## src/rtl/fws_pkg.sv

```systemverilog
package fws_pkg;
  localparam logic [7:0] RDSR_OP = 8'h05;
  localparam int WEL_BIT = 1;
  localparam int WIP_BIT = 0;

  typedef enum logic [2:0] {
    ST_IDLE, ST_PFX, ST_WGAP, ST_WPOLL, ST_MAIN, ST_BGAP, ST_BPOLL
  } seq_st_t;

  // idle gap actually applied before a poll
  function automatic int spaced_gap(int req, int floor_v);
    return (req < floor_v) ? floor_v : req;
  endfunction

  // bytes shifted out after the opcode of the main command
  function automatic int main_tx_bytes(int len, logic with_addr);
    return len + 1 + (with_addr ? 3 : 0);
  endfunction
endpackage

```

## src/rtl/fws_gap_timer.sv

```systemverilog
module fws_gap_timer #(
  parameter int GAP_W = 8
) (
  input  logic             clk,
  input  logic             rst_n,
  input  logic             load_i,
  input  logic [GAP_W-1:0] val_i,
  output logic             zero_o
);
  logic [GAP_W-1:0] cnt_q;

  always_ff @(posedge clk or negedge rst_n) begin
    if (!rst_n)              cnt_q <= '0;
    else if (load_i)         cnt_q <= val_i;
    else if (cnt_q != '0)    cnt_q <= cnt_q - 1'b1;
  end

  assign zero_o = (cnt_q == '0);
endmodule

```

## src/rtl/fws_retry_ctr.sv

```systemverilog
module fws_retry_ctr #(
  parameter int MAX_POLLS = 8
) (
  input  logic clk,
  input  logic rst_n,
  input  logic clr_i,
  input  logic inc_i,
  output logic last_o
);
  localparam int PW = $clog2(MAX_POLLS + 1);
  logic [PW-1:0] cnt_q;

  always_ff @(posedge clk or negedge rst_n) begin
    if (!rst_n)      cnt_q <= '0;
    else if (clr_i)  cnt_q <= '0;
    else if (inc_i)  cnt_q <= cnt_q + 1'b1;
  end

  assign last_o = (cnt_q == PW'(MAX_POLLS - 1));

  // failed reads in one phase never pass the bound
  a_r7_retry_bound: assert property (@(posedge clk) disable iff (!rst_n)
    cnt_q < PW'(MAX_POLLS));
endmodule

```

## src/rtl/flash_wr_seq.sv

```systemverilog
module flash_wr_seq
  import fws_pkg::*;
#(
  parameter int LEN_W     = 8,
  parameter int GAP_W     = 8,
  parameter int MAX_POLLS = 8,
  parameter int MIN_GAP   = 16,
  localparam int CNT_W    = LEN_W + 1
) (
  input  logic             clk,
  input  logic             rst_n,
  input  logic             start_i,
  input  logic [7:0]       pfx_op_i,
  input  logic [7:0]       cmd_op_i,
  input  logic             wait_cmp_i,
  input  logic             addr_en_i,
  input  logic [LEN_W-1:0] pay_len_i,
  input  logic [GAP_W-1:0] gap_i,
  output logic             ce_req_o,
  output logic [7:0]       ce_op_o,
  output logic [CNT_W-1:0] ce_tx_cnt_o,
  output logic [CNT_W-1:0] ce_rx_cnt_o,
  input  logic             ce_ack_i,
  input  logic [7:0]       ce_rdata_i,
  output logic             done_o,
  output logic             error_o,
  output logic [7:0]       status_o
);
  seq_st_t          st_q, st_d;
  logic [7:0]       pfx_q, cmd_q, stat_q;
  logic             wait_q, addr_q, done_q, err_q;
  logic [LEN_W-1:0] len_q;
  logic [GAP_W-1:0] gap_q, gap_load_val;
  logic             gap_load, gap_zero, rt_clr, rt_inc, rt_last;
  logic             poll_ok, poll_st, gap_st, finish, fail;

  assign gap_load_val = GAP_W'(spaced_gap(int'(gap_q), MIN_GAP) - 1);
  assign poll_st = (st_q == ST_WPOLL) || (st_q == ST_BPOLL);
  assign gap_st  = (st_q == ST_WGAP)  || (st_q == ST_BGAP);
  assign poll_ok = (st_q == ST_WPOLL) ? ce_rdata_i[WEL_BIT] : !ce_rdata_i[WIP_BIT];

  fws_gap_timer #(.GAP_W(GAP_W)) u_gap (
    .clk(clk), .rst_n(rst_n), .load_i(gap_load), .val_i(gap_load_val), .zero_o(gap_zero));

  fws_retry_ctr #(.MAX_POLLS(MAX_POLLS)) u_rty (
    .clk(clk), .rst_n(rst_n), .clr_i(rt_clr), .inc_i(rt_inc), .last_o(rt_last));

  always_comb begin
    st_d     = st_q;
    gap_load = 1'b0;
    rt_clr   = 1'b0;
    rt_inc   = 1'b0;
    finish   = 1'b0;
    fail     = 1'b0;
    unique case (st_q)
      ST_IDLE: if (start_i) st_d = (pfx_op_i != 8'h00) ? ST_PFX : ST_MAIN;
      ST_PFX: if (ce_ack_i) begin
        st_d = ST_WGAP; gap_load = 1'b1; rt_clr = 1'b1;
      end
      ST_MAIN: if (ce_ack_i) begin
        if (wait_q) begin st_d = ST_BGAP; gap_load = 1'b1; rt_clr = 1'b1; end
        else begin st_d = ST_IDLE; finish = 1'b1; end
      end
      ST_WGAP: if (gap_zero) st_d = ST_WPOLL;
      ST_BGAP: if (gap_zero) st_d = ST_BPOLL;
      ST_WPOLL, ST_BPOLL: if (ce_ack_i) begin
        if (poll_ok) begin
          if (st_q == ST_WPOLL) st_d = ST_MAIN;
          else begin st_d = ST_IDLE; finish = 1'b1; end
        end else if (rt_last) begin
          st_d = ST_IDLE; finish = 1'b1; fail = 1'b1;
        end else begin
          st_d = (st_q == ST_WPOLL) ? ST_WGAP : ST_BGAP;
          gap_load = 1'b1; rt_inc = 1'b1;
        end
      end
      default: st_d = ST_IDLE;
    endcase
  end

  always_ff @(posedge clk or negedge rst_n) begin
    if (!rst_n) begin
      st_q <= ST_IDLE; pfx_q <= '0; cmd_q <= '0; wait_q <= 1'b0; addr_q <= 1'b0;
      len_q <= '0; gap_q <= '0; done_q <= 1'b0; err_q <= 1'b0; stat_q <= '0;
    end else begin
      st_q   <= st_d;
      done_q <= finish;
      if (st_q == ST_IDLE && start_i) begin
        pfx_q <= pfx_op_i; cmd_q <= cmd_op_i; wait_q <= wait_cmp_i; addr_q <= addr_en_i;
        len_q <= pay_len_i; gap_q <= gap_i; err_q <= 1'b0; stat_q <= '0;
      end
      if (poll_st && ce_ack_i) stat_q <= ce_rdata_i;
      if (fail) err_q <= 1'b1;
    end
  end

  always_comb begin
    ce_req_o    = 1'b0;
    ce_op_o     = 8'h00;
    ce_tx_cnt_o = '0;
    ce_rx_cnt_o = '0;
    unique case (st_q)
      ST_PFX:  begin ce_req_o = 1'b1; ce_op_o = pfx_q; end
      ST_MAIN: begin
        ce_req_o    = 1'b1;
        ce_op_o     = cmd_q;
        ce_tx_cnt_o = CNT_W'(main_tx_bytes(int'(len_q), addr_q));
      end
      ST_WPOLL, ST_BPOLL: begin
        ce_req_o = 1'b1; ce_op_o = RDSR_OP; ce_rx_cnt_o = CNT_W'(1);
      end
      default: ;
    endcase
  end

  assign done_o   = done_q;
  assign error_o  = err_q;
  assign status_o = stat_q;

  a_r9_done_single: assert property (@(posedge clk) disable iff (!rst_n)
    done_o |=> !done_o);
  a_r10_err_sticky: assert property (@(posedge clk) disable iff (!rst_n)
    error_o && !start_i |=> error_o);
  a_r11_req_hold: assert property (@(posedge clk) disable iff (!rst_n)
    ce_req_o && !ce_ack_i |=> ce_req_o && $stable(ce_op_o) && $stable(ce_tx_cnt_o)
                              && $stable(ce_rx_cnt_o));
  a_r8_gap_before_poll: assert property (@(posedge clk) disable iff (!rst_n)
    $rose(poll_st) |-> $past(gap_st) && $past(gap_zero));
  a_r3_skip_prefix: assert property (@(posedge clk) disable iff (!rst_n)
    (st_q == ST_IDLE) && start_i && (pfx_op_i == 8'h00) |=>
      ce_req_o && (ce_op_o == $past(cmd_op_i)));
  a_r12_idle_quiet: assert property (@(posedge clk) disable iff (!rst_n)
    done_o && !start_i |-> !ce_req_o);
endmodule

```

## config.mk

```make
export PLATFORM = sky130hd
export DESIGN_NAME = flash_wr_seq
export DESIGN_NICKNAME = d
export VERILOG_FILES = /design/src/rtl/fws_pkg.sv /design/src/rtl/fws_gap_timer.sv /design/src/rtl/fws_retry_ctr.sv /design/src/rtl/flash_wr_seq.sv
export SDC_FILE = /design/constraint.sdc
export NUM_CORES = 1
export LEC_CHECK = 0
export ABC_CLOCK_PERIOD_IN_PS = 2500
export BUFFER_PORTS_ARGS = -buffer_cell sky130_fd_sc_hd__clkbuf_2
export CORE_MARGIN = 2
export CORE_UTILIZATION = 48
export DETAILED_ROUTE_END_ITERATION = 8
export PLACE_DENSITY = 0.83
export SLEW_MARGIN = 20
export SYNTH_ARGS = -nofsm -noshare
export SYNTH_HDL_FRONTEND = slang
export SYNTH_SLANG_ARGS = --single-unit
```

## constraint.sdc

```tcl
create_clock -name clk -period 2.5 [get_ports clk]
set_input_delay 0.375 -clock clk [delete_from_list [all_inputs] [get_ports clk]]
set_output_delay 0.375 -clock clk [all_outputs]
set_load 0.01 [all_outputs]
```

======== After elaboration in Yosys (flattened, before gate mapping) ========
Index checks and enable logic that the tools add are counted.
cells by class
  add/subtract/negate cells ............... 5
  magnitude comparators ................... 1
  equal/unequal tests ..................... 13
  multiplexer cells ....................... 47
  reduce and logical (&&, ||, !) cells .... 15
operators by type and width
  operator                                                              number
  8-bit 2-to-1 mux                                                      5
  3-bit 2-to-1 mux                                                      12
  8-bit one-hot mux with 3 select lines                                 1
  1-bit 2-to-1 mux                                                      21
  3-bit one-hot mux with 6 select lines                                 1
  8-bit nonzero test                                                    2
  8-bit by 1-bit subtractor with 8-bit output, second input constant    2
  2-bit inequality test, second input constant                          6
  8-bit by 1-bit adder with 9-bit output, second input constant         1
  9-bit by 2-bit adder with 9-bit output                                1
  3-bit == test, second input constant                                  3
  9-bit 2-to-1 mux                                                      1
  8-bit zero test                                                       1
  8-bit by 5-bit < comparator with 1-bit output, second input constant  1
  4-bit 2-to-1 mux                                                      2
  2-bit nonzero test                                                    4
  3-bit by 2-bit == test with 1-bit output, second input constant       2
  6-bit AND reduction                                                   1
  4-bit by 1-bit adder with 4-bit output, second input constant         1
  4-bit by 3-bit == test with 1-bit output, second input constant       1
  1-bit one-hot mux with 2 select lines                                 2
  4-bit OR reduction                                                    1
  3-bit by 1-bit == test with 1-bit output, second input constant       1
  3-bit zero test                                                       1
  other kinds (6)                                                       7
word-level totals
  register bits after elaboration ......... 59
  input port bits ......................... 46
  output and inout bits ................... 37
  word-level logic and storage cells ...... 93

======== Longest topological paths before layout ========
Gate-level depths: netlist (run 1).
  depth in word-level cells ............... 7
  gate-level depth with buffers ........... 12

======== Hierarchy ========
Synthesis (run 1) repeated with hierarchy kept, for this count alone.
second synthesis, totals
  cell total of the unflattened synthesis .. 401
  area total of the unflattened synthesis .. 3,303.2 µm²
modules (own cells, without submodules)
  module         times used  cells an instance  area an instance (µm²)
  flash_wr_seq   1           329                2,626.3
  fws_gap_timer  1           54                 476.7
  fws_retry_ctr  1           18                 200.2

======== Worst setup path after synthesis (run 1) ========
No wires, ideal clock.
  kind .................................... flip-flop to flip-flop
  start point ............................. register st_q[2]
  end point ............................... register u_gap.cnt_q[4]
  library setup time ...................... 0.083 ns
  arrival ................................. 2.509 ns
  data required time ...................... 2.417 ns
  path slack .............................. -0.092 ns
  cell stages (with the launch flop) ...... 11
  clock period less this slack ............ 2.592 ns
  cell sequence ........................... dfrtp_1 > or3b_4 > a211oi_4 > nor2_1 > clkbuf_1 > a21oi_1 > ha_1 > inv_1 > or3_1 > xor2_1 > o22ai_1
on the way
  word-level cells in the longest chain between the ends .. 6
  elaborated cells on any way between the ends .. 11
RTL lines
  element                                                 RTL line                                source
  start: declaration                                      flash_wr_seq.sv:29                      seq_st_t st_q, st_d;
  start signal: assignment                                flash_wr_seq.sv:86                      st_q <= st_d;
  3-bit by 2-bit == test with 1-bit output                flash_wr_seq.sv:40, flash_wr_seq.sv:55
  1-bit 2-to-1 mux                                        flash_wr_seq.sv:40                      assign poll_ok = (st_q == ST_WPOLL) ? ce_rdata_i[WEL_BIT] : !ce_rdata_i[WIP_BIT];
  1-bit 2-to-1 mux                                        flash_wr_seq.sv:67                      if (poll_ok) begin
  1-bit 2-to-1 mux                                        flash_wr_seq.sv:66                      ST_WPOLL, ST_BPOLL: if (ce_ack_i) begin
  1-bit one-hot mux with 3 select lines *                 flash_wr_seq.sv:55                      unique case (st_q)
  8-bit 2-to-1 mux or 2-bit nonzero test (tied branches)  -
  end signal: assignment                                  fws_gap_timer.sv:14                     else if (load_i) cnt_q <= val_i;
  end signal: assignment                                  fws_gap_timer.sv:15                     else if (cnt_q != '0) cnt_q <= cnt_q - 1'b1;
  end: declaration                                        fws_gap_timer.sv:10                     logic [GAP_W-1:0] cnt_q;
Every way passes the cells marked *; elsewhere a longest branch is shown, timed or not.
A chain may end at the register's enable or synchronous reset.

======== Worst setup path after layout (run 1) ========
  start point ............................. register addr_q
  end point ............................... output port ce_tx_cnt_o[6]
on the way
  word-level cells in the longest chain between the ends .. 3
RTL lines
  element                                 RTL line             source
  start: declaration                      flash_wr_seq.sv:31   logic wait_q, addr_q, done_q, err_q;
  start signal: assignment                flash_wr_seq.sv:89   pfx_q <= pfx_op_i; cmd_q <= cmd_op_i; wait_q <= wait_cmp_i; addr_q <= addr_en_i;
  2-bit 2-to-1 mux                        fws_pkg.sv:17        return len + 1 + (with_addr ? 3 : 0);
  9-bit by 2-bit adder with 9-bit output  fws_pkg.sv:17
  9-bit 2-to-1 mux                        flash_wr_seq.sv:102  unique case (st_q)
  end: declaration                        flash_wr_seq.sv:21   output logic [CNT_W-1:0] ce_tx_cnt_o,
Every way passes these cells.

==> results of run 1 <==
==> cell type report <==
type / instances / area (µm²) / area share, %
multi-input combinational: 292 / 1610 / 41.5
sequential: 59 / 1480 / 38.0
timing repair buffer: 89 / 495 / 12.7
clock buffer: 13 / 169 / 4.35
tap: 77 / 96.3 / 2.48
inverter: 7 / 26.3 / 0.676
clock inverter: 2 / 10.0 / 0.258
==> layout by cell type, fill, tap and decap left out, types with 2 or more instances in the layout <==
master,netlist,routed
nand2_1,129,129
a31oi_1,2,2
mux2_2,2,2
and2_1,2,2
ha_1,4,4
nor3_1,4,4
nor2b_1,4,4
nand2b_1,4,4
a21o_1,2,2
a21oi_1,12,12
clkbuf_8,1,12
nor2_4,0,2
clkinv_2,0,2
dfrtp_1,59,59
o21ai_0,23,23
nor2_1,28,26
conb_1,1,8
buf_4,9,14
xnor2_1,6,6
xor2_1,10,9
o22ai_1,4,4
nand3b_1,5,5
inv_1,7,7
clkbuf_2,0,74
a22oi_1,6,6
o31ai_1,2,2
nor4_1,5,5
or2b_2,2,2
==> repair_timing <==
action	in CTS	in global routing
hold endpoints to repair	0	0
pin swaps	1	1
buffers inserted	1	0
gates cloned	0	0
setup endpoints to repair	1	3
gates resized for setup	1	5
==> where the power goes <==
| group | total [mW] | internal (mW) | switching (mW) |
|---|---|---|---|
| Combinational | 2.06 | 0.892 | 1.17 |
| Sequential | 1.69 | 1.36 | 0.331 |
| Clock | 0.797 | 0.432 | 0.365 |
==> final timing paths <==
kind / start / end / slack (ps) / cells past startpoint
setup / recovery: addr_q$_DFFE_PN0P_ / ce_tx_cnt_o[6] / 100 / 8
max in group asynchronous: rst_n / gap_q[0]$_DFFE_PN0P_ / 1770 / 2
min in group clk: gap_i[2] / gap_q[2]$_DFFE_PN0P_ / 220 / 3
hold / removal: rst_n / len_q[7]$_DFFE_PN0P_ / 100 / 1
setup reg to reg: st_q[2]$_DFFE_PN0P_ / u_gap.cnt_q[4]$_DFFE_PN0P_ / 120 / 9
hold reg to reg: pfx_q[0]$_DFFE_PN0P_ / pfx_q[0]$_DFFE_PN0P_ / 470 / 2
==> through the flow <==
| step | total power, mW | hold WS [ps] |
|---|---|---|
| after floorplan | 3.12 | 79.4 |
| after global placement | 3.63 | 452 |
| after detailed placement | 3.72 | 458 |
| after CTS | 4.54 | 136 |
| after global routing | 4.96 | 178 |
| final | 4.55 | 101 |
==> cell families (layout without fill, tap and decap cells) <==
group           Yosys count  in the layout
fa+ha+maj                 5              5
xor+xnor                 16             16
other cells               1              8
flops                    59             59
mux                       3              3
simple gates            199            199
buf+inv                  32            111
compound gates           61             61
==> state kept, by name, indices dropped and copies added, names as in the netlist <==
register	flops
u_rty.cnt_q	4
done_o	1
cmd_q	8
error_o	1
pfx_q	8
wait_q	1
u_gap.cnt_q	8
gap_q	8
len_q	8
status_o	8
st_q	3
addr_q	1
==> worst max-delay path: stages (launching register included) <==
cell and delay [ps]:
dfrtp_1 350, inv_1 90, ha_1 230, fa_2 380, nor2_4 130, nand3_2 110, xor2_2 170, nor2_1 90
clkbuf_2 140
==> per-layer routing <==
layer / GRT usage, % / routed length (µm) / part of all wire, %
met2: 34.2 / 3600 / 49
met4: 12.4 / 163 / 2.2
met3: 4.23 / 369 / 5.0
met5: 0 / 0 / 0
met1: 27.8 / 3190 / 44
==> results by group, run 1 <==
GRT
  – Global-route wire length before repair: 12,500 µm
  – Largest net degree at the start of global routing: 32
  – Total global routing track utilization: 21.6%
  – Remaining Overflow, GRT: 0
  – Initial antenna violation count: 0
  – Vias in the first global route: roughly 2,800

Synthesis
  – Mux cell area share after synthesis: just over 1%
  – Post-Synth Adder-Cell Area: 2.19%
  – Post-synthesis compound-gate area fraction: 12.3%
  – Synth unique cells: 56
  – FF+latch count, synth: 59
  – Area of the mapped netlist: 0.00320 mm²
  – Synth top area share: roughly 46%
  – Ys Warns: 0
  – Count leader, synth: nand2_1
  – Main combinational cell family by area after synthesis: simple AND/OR/NAND/NOR gates
  – Cells after Synth: 376
  – Avg Inst Size Synth: 8.50 µm²
  – Post-synth EDFFs: 0
  – Xor and xnor area share after synthesis: ~4.4%
  – Largest cells by area after synthesis: dfrtp_1 46%, nand2_1 15%, o21ai_0 3.6%
  – Sequential area share after synthesis: 46.2%
  – Simple logic cell fraction of the synthesized area: 28.4%
  – Asr flop ratio synth: 100%
  – Most area-hungry cell type in the Yosys netlist: dfrtp_1
  – Post-synth top cells: 129 x nand2_1, 59 x dfrtp_1, 28 x nor2_1
  – Commonest register cell after synthesis: dfrtp_1

Detailed routing
  – Via count: about 2,800
  – WL per Instance: 13.6 µm
  – Number of DRC markers in iteration 0: 185
  – Vias/cell: 5.27
  – Total routed wirelength: 7330 µm
  – DR DRC count: 0
  – Routed Antenna Nets: 0
  – Pre-antenna DRT Iters: 4

Floorplan
  – Die span in x: about 86 µm
  – Core area: 0.00639 mm²
  – Die footprint: 0.00733 mm²
  – Row count: 29
  – Initial Util: about half
  – Die H: 85.6 µm
  – Boundary pin count: 83

Flow run
  – Max-cap violations: 0

Clock tree
  – Clock transition at path regs: 60 ps
  – CTS Root Cell: clkbuf_8
  – CTS tree: yes
  – CTS sink cnt: 59
  – Post-CTS Hold Buffers: 0
  – Maximum clock path buffer count: 2
  – H-tree depth: 3
  – Worst-Skew Late Latency: 340 ps
  – Clock buffer count from CTS: 9

Timing
  – Clk_skew: 5.36 ps
  – Min Tclk post-route: 2400 ps
  – Final worst setup slack: approximately 100 ps
  – RSZ-0062 raised after global routing: true
  – Final Cycle Share: 96.0%
  – Fin. max-slew vios: 0
  – Fin Setup TNS: 0 ps
  – Final setup viols: 0
  – Worst-margin pin slew: 782 ps
  – Rel. slew slack: 47.9%
  – Hold Vio Cnt, Final: 0
  – FMAX: 417 MHz

Setup path
  – Critical Path AT: a little over 2000 ps
  – CP startpoint kind: flip-flop
  – CP Data Required Time: between 2000 and 2500 ps
  – Max Fanout on Critical Path: 3
  – Critical path class: reg2out
  – Crit path capture type: primary output

Layout
  – Layout net count: slightly above 500
  – Share of layout cells above drive strength 1: about 27%
  – Filler Cells Inserted: 574
  – Ant diodes: 0
  – Non-filler cells, final: 539
  – Final instance area: 0.00389 mm²
  – Area delta synth->final: 21.6%
  – Final core occ: a little over 60%

Placed design
  – Cell count after placement: roughly 520
  – Dpl ws: 92.4 ps
  – Routability cong.: 0.963
  – Placed inst area: 0.00367 mm²
  – Detailed placement HPWL: 5280 µm
  – Port Buf Inserts: between 70 and 80

Worst hold path
  – Hold crit path type: in2async

Pwr
  – Pwr Density: roughly 1200 mW/mm²
  – Lkg Pwr: 1.97 nW
  – Maximum VDD drop: 0.000735 V

Run status
  – Result of the run: completed
Note: power is estimated with default switching activity, not from simulation.
==> run 2: changes to the inputs <==
--- a/config.mk
+++ b/config.mk
@@ -5,6 +5,7 @@
 export SDC_FILE = /design/constraint.sdc
 export NUM_CORES = 1
 export LEC_CHECK = 0
+export ABC_AREA = 1
 export ABC_CLOCK_PERIOD_IN_PS = 2500
 export BUFFER_PORTS_ARGS = -buffer_cell sky130_fd_sc_hd__clkbuf_2
 export CORE_MARGIN = 2
==> results by group, run 2 <==
Run status
  – Result of the run: completed

Detailed routing
  – Vias/cell: approximately 5.2
  – Total routed wirelength: 7860 µm
  – Via count: 3,000
  – WL per Instance: approximately 14 µm
  – Number of DRC markers in iteration 0: 207
  – Pre-antenna DRT Iters: 6
  – Routed Antenna Nets: 0
  – DR DRC count: 0

Layout
  – Final core occ: about three fifths
  – Non-filler cells, final: 578
  – Area of the multi-input gates: 0.00147 mm²
  – Layout net count: 548
  – Filler Cells Inserted: 565
  – Register area: ~0.0015 mm²
  – Commonest non-fill, non-tap cells in the layout: 131 x nand2_1, 73 x clkbuf_2, 58 x dfrtp_1, 45 x inv_1, 38 x nor2_1
  – Commonest non-fill, non-tap cell in the layout: nand2_1
  – Area delta synth->final: 21.5%
  – Final instance area: 0.00387 mm²
  – Ant diodes: 0
  – Share of layout cells above drive strength 1: around a quarter

Setup path
  – CP Data Required Time: about 2100 ps
  – Critical path buffer and inverter count: 2
  – Top delay family on crit path: simple AND/OR/NAND/NOR gates
  – CP startpoint kind: flip-flop
  – CP peak stage delay: roughly 420 ps
  – Top cell by count, worst path: nor2_4
  – Critical Path AT: 2120 ps
  – Crit path capture type: primary output
  – Max Fanout on Critical Path: 3
  – R2R Path Start: st_q[2]$_DFFE_PN0P_
  – R2R cell count: 15
  – R2R Path End: u_gap.cnt_q[6]$_DFFE_PN0P_
  – Worst Setup SP: addr_q$_DFFE_PN0P_
  – CP max stage cell: fa_2
  – Critical path class: reg2out
  – R2r setup slk: 260 ps
  – Crit path cell chain: inv_2 -> ha_4 -> fa_2 -> nor2_4 -> nand2_2 -> nor2_4 -> nand3_2 -> nor3_2 -> buf_2

Timing
  – Final setup viols: 0
  – Fin Setup TNS: 0 ps
  – Clk_skew: approximately 5.7 ps
  – Hold WS: 10.2 ps
  – Final Cycle Share: between 90% and 100%
  – FMAX: 401 MHz
  – Final worst setup slack: 5.28 ps
  – Fin. max-slew vios: 0
  – Min Tclk post-route: 2490 ps
  – RSZ-0062 raised after global routing: true
  – Hold Vio Cnt, Final: 0

Synthesis
  – Post-synth EDFFs: 0
  – Commonest register cell after synthesis: dfrtp_1
  – Post-synth top cells: 132 x nand2_1, 59 x dfrtp_1, 46 x inv_1
  – FF+latch count, synth: 59
  – Cells after Synth: approximately 410
  – Synth top area share: between 40% and 50%
  – Most area-hungry cell type in the Yosys netlist: dfrtp_1
  – Sequential area share after synthesis: between 40% and 50%
  – Ys Warns: 0
  – Area of the mapped netlist: 0.00318 mm²
  – Synth unique cells: 36
  – Asr flop ratio synth: 100%
  – Largest cells by area after synthesis: dfrtp_1 46%, nand2_1 16%, inv_1 5.4%
  – Count leader, synth: nand2_1
  – Avg Inst Size Synth: 7.73 µm²

Placed design
  – Dpl ws: between 200 and 250 ps
  – Detailed placement HPWL: 5520 µm
  – Placed inst area: 0.00362 mm²
  – Cell count after placement: 558
  – Routability cong.: 0.892
  – Port Buf Inserts: 74

GRT
  – Initial antenna violation count: 0
  – Total global routing track utilization: 22.7%
  – Global-route wire length before repair: 13,100 µm
  – Largest net degree at the start of global routing: 42
  – Vias in the first global route: approximately 2,800
  – Remaining Overflow, GRT: 0

Clock tree
  – CTS sink cnt: 59
  – CTS tree: yes
  – Worst-Skew Late Latency: between 300 and 400 ps
  – Clock buffer count from CTS: 9
  – Maximum clock path buffer count: 2
  – H-tree depth: 3
  – CTS Root Cell: clkbuf_8
  – Clock transition at path regs: 70 ps

Pwr
  – Pwr Density: 1210 mW/mm²
  – Maximum VDD drop: just under 0.0007 V
  – Lkg Pwr: 2.12 nW
  – Power Total: between 4 and 5 mW

Floorplan
  – Die span in x: around 85 µm
  – Core area: roughly 0.0064 mm²
  – Boundary pin count: 83
  – Initial Util: 49.8%
  – Die footprint: 0.00730 mm²
  – Die H: about 85 µm
  – Row count: 29

Flow run
  – Max-cap violations: 0

Worst hold path
  – Hold crit path type: in2async
## run 2: cells by family (layout without fill, tap and decap cells)
logic type,after synthesis,in the layout,share of synthesized area [%]
adders and majority gates,5,5,2.20
AOI/OAI and AO/OA,53,53,10.4
buffers and inverters,69,151,9.63
DFF,59,59,46.4
other,1,8,0.118
and+or+nand+nor,225,225,31.3
## run 2: cell type report
class,count,share of cell area (%)
Clock buffer,10,3.56
Clock inverter,5,0.776
Inverter,48,4.69
Multi-Input combinational cell,291,38.0
Sequential cell,59,38.2
Tap cell,77,2.49
Timing Repair Buffer,88,12.3
## run 2: metal layers
metal | track usage, % | wire length, µm | share of wire, % | vias up
met5 | 0 | 0 | 0 | -
met2 | 35.0 | 3690 | 47 | 125
met4 | 10.5 | 221 | 2.8 | 0
met3 | 5.45 | 467 | 5.9 | 26
li1 | - | - | - | 1462
met1 | 30.3 | 3480 | 44 | 1387
## run 2: worst max-delay path by stage
stage | endpoint | slack [ps] | depth (start not counted)
2_1_floorplan | ce_tx_cnt_o[8] | 400 | 8
3_3_place_gp | u_gap.cnt_q[6]$_DFFE_PN0P_ | 290 | 15
3_5_place_dp | ce_tx_cnt_o[8] | 210 | 9
4_1_cts | ce_tx_cnt_o[8] | 3 | 9
5_1_grt | ce_tx_cnt_o[8] | -100 | 9
6_report | ce_tx_cnt_o[8] | 5 | 9
## run 2: repair_timing
action	in CTS	in global routing
endpoints found under the setup margin	2	6
pin swaps	1	5
buffers inserted	1	4
resized for setup	4	10
gates cloned	0	0
hold buffers	0	0
## run 2: where the power goes
group	total (mW)	switching, mW	leakage [nW]	internal, mW
registers	1.71	0.313	0.743	1.39
clock network	0.755	0.380	0.0839	0.375
logic	2.22	1.36	1.29	0.851
